**config.mk**
```make
export PLATFORM = sky130hd
export DESIGN_NAME = spi_hdr_engine
export DESIGN_NICKNAME = d
export VERILOG_FILES = /design/src/rtl/spi_hdr_pkg.sv /design/src/rtl/spi_hdr_tick.sv /design/src/rtl/spi_hdr_buf.sv /design/src/rtl/spi_hdr_bits.sv /design/src/rtl/spi_hdr_engine.sv
export SDC_FILE = /design/constraint.sdc
export NUM_CORES = 1
export LEC_CHECK = 0
export CAP_MARGIN = 0
export CORE_UTILIZATION = 45
export DETAILED_ROUTE_END_ITERATION = 10
export GPL_TIMING_DRIVEN = 0
export SLEW_MARGIN = 20
export SYNTH_ARGS = -nofsm -noshare
export SYNTH_HDL_FRONTEND = slang
export SYNTH_SLANG_ARGS = --single-unit
```
**constraint.sdc**
```tcl
create_clock -name clk_i -period 5 [get_ports clk_i]
set_input_delay 0.5 -clock clk_i [delete_from_list [all_inputs] [get_ports clk_i]]
set_output_delay 0.5 -clock clk_i [all_outputs]
set_load 0.02 [all_outputs]
```
**src/rtl/spi_hdr_pkg.sv**
```systemverilog
package spi_hdr_pkg;
  typedef enum logic [2:0] {
    ST_IDLE,
    ST_LEAD,
    ST_HIGH,
    ST_LOW,
    ST_TAIL
  } eng_st_e;

  localparam int HDR_W   = 16;
  localparam int BYTE_W  = 8;
  localparam logic [1:0] HC_BAD = 2'b11;

  function automatic logic hc_valid(logic [1:0] hc);
    return hc != HC_BAD;
  endfunction
endpackage

```
**src/rtl/spi_hdr_tick.sv**
```systemverilog
module spi_hdr_tick #(
  parameter  int HALF_DIV = 2,
  localparam int CW = $clog2(HALF_DIV + 1)
) (
  input  logic clk_i,
  input  logic rst_ni,
  input  logic run_i,
  output logic tick_o
);
  logic [CW-1:0] cnt_q;

  assign tick_o = run_i && (cnt_q == CW'(HALF_DIV - 1));

  always_ff @(posedge clk_i or negedge rst_ni) begin
    if (!rst_ni)                cnt_q <= '0;
    else if (!run_i || tick_o)  cnt_q <= '0;
    else                        cnt_q <= cnt_q + 1'b1;
  end

  AST_TICK_RANGE: assert property (@(posedge clk_i) disable iff (!rst_ni)
    cnt_q < CW'(HALF_DIV));
  AST_TICK_HALT: assert property (@(posedge clk_i) disable iff (!rst_ni)
    !run_i |=> cnt_q == '0);
endmodule

```
**src/rtl/spi_hdr_buf.sv**
```systemverilog
module spi_hdr_buf #(
  parameter  int DEPTH = 64,
  localparam int AW = $clog2(DEPTH)
) (
  input  logic          clk_i,
  input  logic          host_we_i,
  input  logic [AW-1:0] host_addr_i,
  input  logic [7:0]    host_wdata_i,
  output logic [7:0]    host_rdata_o,
  input  logic          eng_we_i,
  input  logic [AW-1:0] eng_addr_i,
  input  logic [7:0]    eng_wdata_i,
  output logic [7:0]    eng_rdata_o
);
  logic [7:0] mem_q [DEPTH];

  always_ff @(posedge clk_i) begin
    if (eng_we_i)       mem_q[eng_addr_i]  <= eng_wdata_i;
    else if (host_we_i) mem_q[host_addr_i] <= host_wdata_i;
  end

  assign host_rdata_o = mem_q[host_addr_i];
  assign eng_rdata_o  = mem_q[eng_addr_i];
endmodule

```
**src/rtl/spi_hdr_bits.sv**
```systemverilog
module spi_hdr_bits import spi_hdr_pkg::*; #(
  parameter  int BW = 7,
  parameter  int AW = 6
) (
  input  logic          clk_i,
  input  logic          rst_ni,
  input  logic          act_i,
  input  logic          rd_i,
  input  logic          lsb_i,
  input  logic [1:0]    hn_i,
  input  logic [HDR_W-1:0] hdr_i,
  input  logic [BW-1:0] byte_idx_i,
  input  logic [2:0]    bit_idx_i,
  input  logic [7:0]    body_i,
  input  logic          sample_i,
  input  logic          miso_i,
  output logic          mosi_o,
  output logic          in_body_o,
  output logic [AW-1:0] body_addr_o,
  output logic [7:0]    rx_next_o
);
  logic       hi_sel;
  logic [7:0] hdr_byte, cur_byte, rx_q;
  logic [2:0] bit_pos;

  assign in_body_o   = byte_idx_i >= BW'(hn_i);
  assign body_addr_o = AW'(byte_idx_i - BW'(hn_i));

  // two-byte prefix: high byte leads in MSB order, low byte leads in LSB order
  assign hi_sel   = (hn_i == 2'd2) && ((byte_idx_i == '0) != lsb_i);
  assign hdr_byte = hi_sel ? hdr_i[15:8] : hdr_i[7:0];
  assign cur_byte = in_body_o ? (rd_i ? 8'h00 : body_i) : hdr_byte;
  assign bit_pos  = lsb_i ? bit_idx_i : 3'd7 - bit_idx_i;
  assign mosi_o   = act_i & cur_byte[bit_pos];

  assign rx_next_o = lsb_i ? {miso_i, rx_q[7:1]} : {rx_q[6:0], miso_i};

  always_ff @(posedge clk_i or negedge rst_ni) begin
    if (!rst_ni)       rx_q <= '0;
    else if (sample_i) rx_q <= rx_next_o;
  end
endmodule

```
**src/rtl/spi_hdr_engine.sv**
```systemverilog
module spi_hdr_engine import spi_hdr_pkg::*; #(
  parameter  int HALF_DIV = 2,
  parameter  int NSEL     = 8,
  parameter  int MAX_LEN  = 64,
  localparam int LEN_W = $clog2(MAX_LEN + 1),
  localparam int AW    = $clog2(MAX_LEN),
  localparam int BW    = $clog2(MAX_LEN + 3)
) (
  input  logic             clk_i,
  input  logic             rst_ni,
  input  logic             start_i,
  input  logic             rd_i,
  input  logic             lsb_first_i,
  input  logic [1:0]       hdr_cnt_i,
  input  logic [HDR_W-1:0] hdr_i,
  input  logic [LEN_W-1:0] len_i,
  input  logic [NSEL-1:0]  sel_i,
  input  logic             host_we_i,
  input  logic [AW-1:0]    host_addr_i,
  input  logic [7:0]       host_wdata_i,
  output logic [7:0]       host_rdata_o,
  output logic             busy_o,
  output logic             done_o,
  output logic             err_o,
  output logic             sclk_o,
  output logic             mosi_o,
  input  logic             miso_i,
  output logic [NSEL-1:0]  sel_no
);
  eng_st_e          st_q;
  logic             rd_q, lsb_q, done_q, err_q;
  logic [1:0]       hn_q;
  logic [HDR_W-1:0] hdr_q;
  logic [NSEL-1:0]  sel_q;
  logic [BW-1:0]    nbytes_q, byte_idx_q;
  logic [2:0]       bit_idx_q;

  logic tick, cmd_ok, sample, last_bit, act, in_body, eng_we;
  logic [AW-1:0] body_addr;
  logic [7:0]    body_byte, rx_next;

  assign cmd_ok = hc_valid(hdr_cnt_i)
               && (len_i <= LEN_W'(MAX_LEN))
               && (!rd_i || ($countones(sel_i) == 1));

  assign busy_o = (st_q != ST_IDLE);
  assign sclk_o = (st_q == ST_HIGH);
  assign sel_no = busy_o ? ~sel_q : '1;
  assign done_o = done_q;
  assign err_o  = err_q;

  assign act      = (st_q == ST_LEAD || st_q == ST_HIGH || st_q == ST_LOW) && (nbytes_q != '0);
  assign sample   = tick && act && (st_q != ST_HIGH);
  assign last_bit = (bit_idx_q == 3'd7) && (byte_idx_q == nbytes_q - BW'(1));
  assign eng_we   = sample && rd_q && in_body && (bit_idx_q == 3'd7);

  spi_hdr_tick #(.HALF_DIV(HALF_DIV)) u_tick (
    .clk_i  (clk_i),
    .rst_ni (rst_ni),
    .run_i  (busy_o),
    .tick_o (tick)
  );

  spi_hdr_buf #(.DEPTH(MAX_LEN)) u_buf (
    .clk_i        (clk_i),
    .host_we_i    (host_we_i && !busy_o),
    .host_addr_i  (host_addr_i),
    .host_wdata_i (host_wdata_i),
    .host_rdata_o (host_rdata_o),
    .eng_we_i     (eng_we),
    .eng_addr_i   (body_addr),
    .eng_wdata_i  (rx_next),
    .eng_rdata_o  (body_byte)
  );

  spi_hdr_bits #(.BW(BW), .AW(AW)) u_bits (
    .clk_i       (clk_i),
    .rst_ni      (rst_ni),
    .act_i       (act),
    .rd_i        (rd_q),
    .lsb_i       (lsb_q),
    .hn_i        (hn_q),
    .hdr_i       (hdr_q),
    .byte_idx_i  (byte_idx_q),
    .bit_idx_i   (bit_idx_q),
    .body_i      (body_byte),
    .sample_i    (sample && in_body),
    .miso_i      (miso_i),
    .mosi_o      (mosi_o),
    .in_body_o   (in_body),
    .body_addr_o (body_addr),
    .rx_next_o   (rx_next)
  );

  always_ff @(posedge clk_i or negedge rst_ni) begin
    if (!rst_ni) begin
      st_q       <= ST_IDLE;
      rd_q       <= 1'b0;
      lsb_q      <= 1'b0;
      hn_q       <= '0;
      hdr_q      <= '0;
      sel_q      <= '0;
      nbytes_q   <= '0;
      byte_idx_q <= '0;
      bit_idx_q  <= '0;
      done_q     <= 1'b0;
      err_q      <= 1'b0;
    end else begin
      done_q <= 1'b0;
      err_q  <= 1'b0;
      unique case (st_q)
        ST_IDLE: if (start_i) begin
          if (cmd_ok) begin
            st_q       <= ST_LEAD;
            rd_q       <= rd_i;
            lsb_q      <= lsb_first_i;
            hn_q       <= hdr_cnt_i;
            hdr_q      <= hdr_i;
            sel_q      <= sel_i;
            nbytes_q   <= BW'(hdr_cnt_i) + BW'(len_i);
            byte_idx_q <= '0;
            bit_idx_q  <= '0;
          end else begin
            err_q <= 1'b1;
          end
        end
        ST_LEAD: if (tick) st_q <= (nbytes_q == '0) ? ST_TAIL : ST_HIGH;
        ST_HIGH: if (tick) begin
          if (last_bit) begin
            st_q <= ST_TAIL;
          end else begin
            st_q      <= ST_LOW;
            bit_idx_q <= bit_idx_q + 3'd1;
            if (bit_idx_q == 3'd7) byte_idx_q <= byte_idx_q + BW'(1);
          end
        end
        ST_LOW:  if (tick) st_q <= ST_HIGH;
        ST_TAIL: if (tick) begin
          st_q   <= ST_IDLE;
          done_q <= 1'b1;
        end
        default: st_q <= ST_IDLE;
      endcase
    end
  end

  AST_IDLE_QUIET: assert property (@(posedge clk_i) disable iff (!rst_ni)
    !busy_o |-> (!sclk_o && !mosi_o && sel_no == '1));
  AST_SEL_HOLD: assert property (@(posedge clk_i) disable iff (!rst_ni)
    (busy_o && $past(busy_o)) |-> $stable(sel_no));
  AST_MOSI_HOLD: assert property (@(posedge clk_i) disable iff (!rst_ni)
    (sclk_o && $past(sclk_o)) |-> $stable(mosi_o));
  AST_READ_ONE_SEL: assert property (@(posedge clk_i) disable iff (!rst_ni)
    (busy_o && rd_q) |-> ($countones(~sel_no) == 1));
  AST_REFUSE: assert property (@(posedge clk_i) disable iff (!rst_ni)
    (start_i && !busy_o && !cmd_ok) |=> (err_o && !busy_o));
  AST_DONE_PULSE: assert property (@(posedge clk_i) disable iff (!rst_ni)
    done_o |-> (!busy_o && $past(busy_o)));
  AST_EMPTY_NO_CLK: assert property (@(posedge clk_i) disable iff (!rst_ni)
    (busy_o && nbytes_q == '0) |-> !sclk_o);
  AST_CAPTURE_READ: assert property (@(posedge clk_i) disable iff (!rst_ni)
    eng_we |-> (busy_o && rd_q && sclk_o == 1'b0));
endmodule

```
Word-level counts from Yosys, hierarchy flattened

Memory sizes are Yosys's and may differ from the RTL's.
Cells that the tools add are included.

Register bits after elaboration: 60
Memories kept: 1
RAM bits: 512
Logic and storage cells: 125
Input port bits: 54

Magnitude comparators: 3
$add $sub $neg: 14
Muxes and demuxes: 42
Equal/unequal tests: 20
Bitwise operators: 2
Reduce and logical (&&, ||, !) cells: 30

Memories:

| memory      | words | width | rd ports | clocked after Yosys merged registers in | wr ports | RTL line          | source |
|---|---|---|---|---|---|---|---|
| u_buf.mem_q | 64    | 8     | 2        | 0                                       | 1        | spi_hdr_buf.sv:15 | `logic [7:0] mem_q [DEPTH];` |

Operators with widths:

| operator              | number |
|---|---|
| $mux W8               | 6 |
| $mux W3               | 13 |
| $mux W7               | 5 |
| $pmux W3 S5           | 1 |
| $logic_not A7 Y1      | 2 |
| $ne A2 B2 Y1 const B  | 7 |
| $pmux W7 S2           | 1 |
| $logic_and A1 B1 Y1   | 13 |
| $mux W1               | 12 |
| $reduce_and A6 Y1     | 2 |
| $add A1 B1 Y2         | 4 |
| $not A8 Y8            | 1 |
| $reduce_or A8 Y1      | 1 |
| $add A2 B7 Y7         | 1 |
| $add A7 B1 Y7 const B | 1 |
| $eq A7 B7 Y1          | 1 |
| $ge A7 B2 Y1          | 1 |
| $le A7 B7 Y1 const B  | 1 |
| $reduce_bool A7 Y1    | 1 |
| $sub A7 B1 Y7 const B | 1 |
| $add A2 B2 Y3         | 2 |
| $eq A3 B2 Y1 const B  | 2 |
| $eq A3 B3 Y1 const B  | 2 |
| $mux W6               | 1 |
| 24 further kinds      | 29 |

Depth between registers and ports, before layout

Word-level depth: 13
Depth in mapped cells: 18

Modules after synthesis

From an unflattened synthesis, not the netlist that was laid out.

Cells, all modules: 1707
Area, all modules: 28234.6 µm²

Modules (own cells, without submodules):

| module         | area each (µm²) | seq. area each (µm²) | instances | cells each |
|---|---|---|---|---|
| spi_hdr_buf    | 24405.9         | 15374.7              | 1         | 1293 |
| spi_hdr_engine | 2768.9          | 1251.2               | 1         | 314 |
| spi_hdr_bits   | 962.2           | 200.2                | 1         | 93 |
| spi_hdr_tick   | 97.6            | 50.0                 | 1         | 7 |

Worst setup path after synthesis

Ideal clock, no wire load.

Path type: input-to-reg
Start point: in sel_i[0]
End point: reg bit_idx_q[0]
Path buffers: 0
Slack: 0.366 ns
Data required time: 4.875 ns
Stages: 16
Data arrival time: 4.510 ns
Path through: inv_1 fa_1 fa_1 fa_1 inv_1 ha_1 inv_1 fa_1 a211oi_1 mux2_2 nand3_1 a222oi_1 o21ba_2 a21boi_0 nand3b_1 mux2_2

Cells in the longest elaborated chain, start to end: 8

RTL lines:

| item                                | RTL line              | source |
|---|---|---|
| from (decl)                         | spi_hdr_engine.sv:17  | `input logic [NSEL-1:0] sel_i,` |
| $add A1 B1 Y2 (implied by the code) | spi_hdr_engine.sv:44  | `&& (!rd_i \|\| ($countones(sel_i) == 1));` |
| $add A2 B2 Y3 (implied by the code) | spi_hdr_engine.sv:44  |  |
| $add A3 B3 Y4 (implied by the code) | spi_hdr_engine.sv:44  |  |
| $eq A4 B1 Y1                        | spi_hdr_engine.sv:44  |  |
| $logic_or A1 B1 Y1                  | spi_hdr_engine.sv:44  |  |
| $logic_and A1 B1 Y1                 | spi_hdr_engine.sv:44  |  |
| $ne A2 B2 Y1 (no source line)       | -                     |  |
| $reduce_and A5 Y1 (no source line)  | -                     |  |
| to (signal assigned)                | spi_hdr_engine.sv:133 | `bit_idx_q <= bit_idx_q + 3'd1;` |
| to (decl)                           | spi_hdr_engine.sv:36  | `logic [2:0] bit_idx_q;` |

Every way passes these cells.
A chain may end at the register's enable or synchronous reset.

Worst setup path in the final report

Start point: reg byte_idx_q[0]
End point: out mosi_o

Cells in the longest elaborated chain, start to end: 8
Elaborated cells between the ends (all ways): 12
Those cells by class: add/sub: 1; order compare: 1; eq/ne: 1; mux: 5; bitwise: 1; reduce/logical: 2; memory: 1

RTL lines:

| item                                                                   | RTL line              | source |
|---|---|---|
| from (decl)                                                            | spi_hdr_engine.sv:35  | `logic [BW-1:0] nbytes_q, byte_idx_q;` |
| from (signal assigned)                                                 | spi_hdr_engine.sv:134 | `if (bit_idx_q == 3'd7) byte_idx_q <= byte_idx_q + BW'(1);` |
| parallel branches: the longest is 4 deep, another holds $mem_v2 Z64 W8 | -                     |  |
| $mux W8 (*)                                                            | spi_hdr_bits.sv:32    | `assign cur_byte = in_body_o ? (rd_i ? 8'h00 : body_i) : hdr_byte;` |
| $bmux W1 S3 (*)                                                        | spi_hdr_bits.sv:34    | `assign mosi_o = act_i & cur_byte[bit_pos];` |
| $mux W1 (implied by the code) (*)                                      | spi_hdr_bits.sv:34    |  |
| $and A1 B1 Y1 (*)                                                      | spi_hdr_bits.sv:34    |  |
| to (decl)                                                              | spi_hdr_engine.sv:26  | `output logic mosi_o,` |

Every way passes the cells marked *. The select of a mux whose other input is x is not followed.

==> impl_metrics.csv <==
group,metric,value,unit
clock_tree,cts_buffers,61,
drt,drtPass1Iterations,9,
job,max-cap-violations,0,
outcome,status,"complete, but fails checks",
drt,drt_iter0_drc,2555,
outcome,violations,"setup timing",
clock_tree,clk-insertion-delay-late,0.67,ns
worst_setup_path,criticalPathCategory,"reg2out",
drt,num_vias,17993,
global_route,antenna_found_initial,4,
timing,max_slew.worst_pin.slew,1.271,ns
clock_tree,clk_pin_slew,0.06,ns
timing,fin_ws,-0.02003,ns
yosys,synth_top_family_by_area,"multiplexers",
yosys,synthSimpleGateAreaFrac,0.06114,
clock_tree,h-tree-depth,2,
finish,fill_cells,4682,
drt,met3_length,11490,um
timing,rsz0062_at_grt,"yes",
pwr,power,0.02227,W
floorplanning,coreArea,0.06070,mm2
floorplanning,rows,90,
drt,route.met2.wl,43860,um
yosys,synthAdderAreaFrac,0.01017,
clock_tree,root_buffer,"clkbuf_16",
worst_setup_path,ff2ff_setup_slack,0.48,ns
drt,drc,0,
yosys,ys_seq_area_frac,0.6072,
yosys,ys_async_sr_fraction,0.1049,
drt,routed.top_layer,"met5",
floorplanning,die_h,250.5,um
floorplanning,io_pins,75,
placed_design,dpl.hpwl,65280,um
placed_design,gp_congestion,1.006,
pwr,p_leak,10.90,nW
timing,period_minus_slack,5.020,ns
yosys,yosysUniqueCellTypes,75,
worst_setup_path,arrival,4.52,ns
global_route,grtUsageTotal,0.3048,
timing,period_share,1.004,
timing,finalHoldViolCount,0,
worst_hold_path,holdCritPathClass,"in2async",
drt,viasPerCell,6.810,
worst_setup_path,end_kind,"output pin",
worst_setup_path,crit_fanout,6,
timing,finalMaxSlewViolations,0,
yosys,synth_area,0.02779,mm2
timing,relSlewSlack,0.1526,
yosys,synth_edf_count,512,
pwr,ir_drop,0.4247,mV
yosys,synthesis.nets,1703,
finish,final_cell_mix,"512 x edfxtp_1, 289 x mux4_2, 169 x nand2_1",
global_route,grt_overflow,0,
floorplanning,die_width,250.5,um
clock_tree,clockBufferDepth,3,
drt,routedWlPerCell,35.76,um
global_route,grt_pass1_wl,132500,um
yosys,synth_compound_area_frac,0.03543,
floorplanning,start_util,0.4579,
yosys,synth-main-ff-cell,"edfxtp_1",
placed_design,dp_cells,2499,
placed_design,io_buffers,69,
drt,antenna_left,0,
yosys,synthCells,1630,
global_route,grt_max_degree,56,
drt,wl,94480,um
yosys,synth_xor_area_frac,0.008779,
yosys,syn_area_per_cell,17.05,um2
finish,stdcell_count,2642,
finish,fin_nets,1879,
timing,max_freq,199.2,MHz
drt,drt-met1-wl,34400,um
timing,setup_viol,1,
yosys,muxShareOfSynthArea,0.2537,
worst_setup_path,worstPathRequired,4.50,ns
finish,drive_gt1_frac,0.3105,
finish,mostFrequentLayoutCell,"edfxtp_1",
yosys,yosys_register_bits,572,
timing,skew,0.04835,ns
worst_setup_path,worst_setup_path_start_kind,"flop",
global_route,first_global_vias,17721,
finish,syn_to_final_growth,18.60,%
pwr,p_per_area,675.7,mW/mm2
floorplanning,design.die.area,0.06276,mm2
clock_tree,cts_tree,"done",
clock_tree,clock_sinks,572,
yosys,ys_warn_count,0,
cells in the mapped netlist, types with 13 or more instances:
cell	number	area share
nor2_1	113	0.015
mux2i_1	47	0.017
inv_1	29	0.0039
buf_2	30	0.0054
edfxtp_1	512	0.55
xor2_1	13	0.0041
nand3_1	41	0.0074
dfrtp_1	60	0.054
o21ai_0	37	0.0067
a21oi_1	32	0.0058
ha_1	13	0.0059
nand2_1	170	0.023
clkbuf_1	48	0.0065
xnor2_1	13	0.0041
mux4_2	289	0.23
metal layers:
| layer | vias up | GRT usage |
|---|---|---|
| met5 | - | 0 |
| met4 | 6 | 0.1374 |
| met3 | 267 | 0.09103 |
| met2 | 1320 | 0.4725 |
| met1 | 9384 | 0.3981 |
| li1 | 7016 | - |
layout make-up:
type	count	area (um2)	share of cell area
antenna	2	5.005	0.0001518
buffer	105	772.0	0.02342
clock buffer	74	1597	0.04844
clock inverter	41	460.4	0.01397
inverter	30	115.1	0.003492
multi-input combinational	922	10720	0.3252
sequential	572	16880	0.5120
tap	782	978.4	0.02968
timing repair buffer	114	1438	0.04362
sequential cells by signal, indices dropped and copies added (netlist names):
signal / cells
hn_q: 2
u_buf.mem_q: 512
byte_idx_q: 7
st_q: 3
nbytes_q: 7
u_bits.rx_q: 8
bit_idx_q: 3
err_o: 1
sel_q: 8
hdr_q: 16
rd_q: 1
lsb_q: 1
done_o: 1
u_tick.cnt_q: 2
report_power, final:
| part | internal [W] | switching (W) | leakage [nW] |
|---|---|---|---|
| registers | 0.00601 | 0.000152 | 5.30 |
| logic | 0.00465 | 0.00678 | 4.60 |
| clock network | 0.00270 | 0.00198 | 1.00 |
| total | 0.0134 | 0.00892 | 10.9 |
worst max-delay path: stages, from the launching register on:
cell and delay (ns):
dfrtp_2 0.42, inv_2 0.08, ha_4 0.13, inv_2 0.04
fa_2 0.43, nor3_4 0.30, xnor2_2 0.24, or3_1 0.38
clkbuf_1 0.34, o22ai_2 0.37, a211oi_2 0.11, o32ai_2 0.44
nand4_1 0.15, a31oi_1 0.25, buf_4 0.19
logic make-up after synthesis:
group,after synthesis
fa+ha+maj,19
simple gates,387
xor+xnor,27
mux,341
buf+inv,137
flops,572
compound gates,147
through the flow:
stage,TNS (ns),util,cell area [um2],setup slack [ns],hold WS [ns]
2_1_floorplan,0,-,27790,0.3655,0.2044
3_3_place_gp,-1199.66,0.4854,29460,-2.495,0.4314
3_5_place_dp,-61.79,0.4951,30050,-0.8598,0.3320
4_1_cts,0,0.5401,32780,0.006265,0.2179
5_1_grt,-0.05109,0.5430,32960,-0.05109,0.2500
6_report,-0.02003,0.5431,32960,-0.02003,0.2258
final timing paths:
kind	startpoint	endpoint	cells after the start
min reg2reg	u_tick.cnt_q[0]$_DFF_PN0_	u_tick.cnt_q[0]$_DFF_PN0_	1
max reg2reg	hn_q[0]$_DFFE_PN0P_	u_buf.mem_q[36][2]$_DFFE_PP_	11
max in group asynchronous	rst_ni	sel_q[2]$_DFFE_PN0P_	3
min	rst_ni	byte_idx_q[5]$_DFFE_PN0P_	2
max	byte_idx_q[0]$_DFFE_PN0P_	mosi_o	14
min in group clk_i	hdr_i[2]	hdr_q[2]$_DFFE_PN0P_	3
timing repair:
action                                 in CTS  in global routing
resized for setup                         121                 27
gates cloned                                1                  1
pin swaps                                  17                  7
endpoints found under the hold margin      60                  0
setup endpoints to repair                 224                 24
hold buffers                                1                  0
buffers inserted                           16                  9
Power figures use the tool's default switching activity.
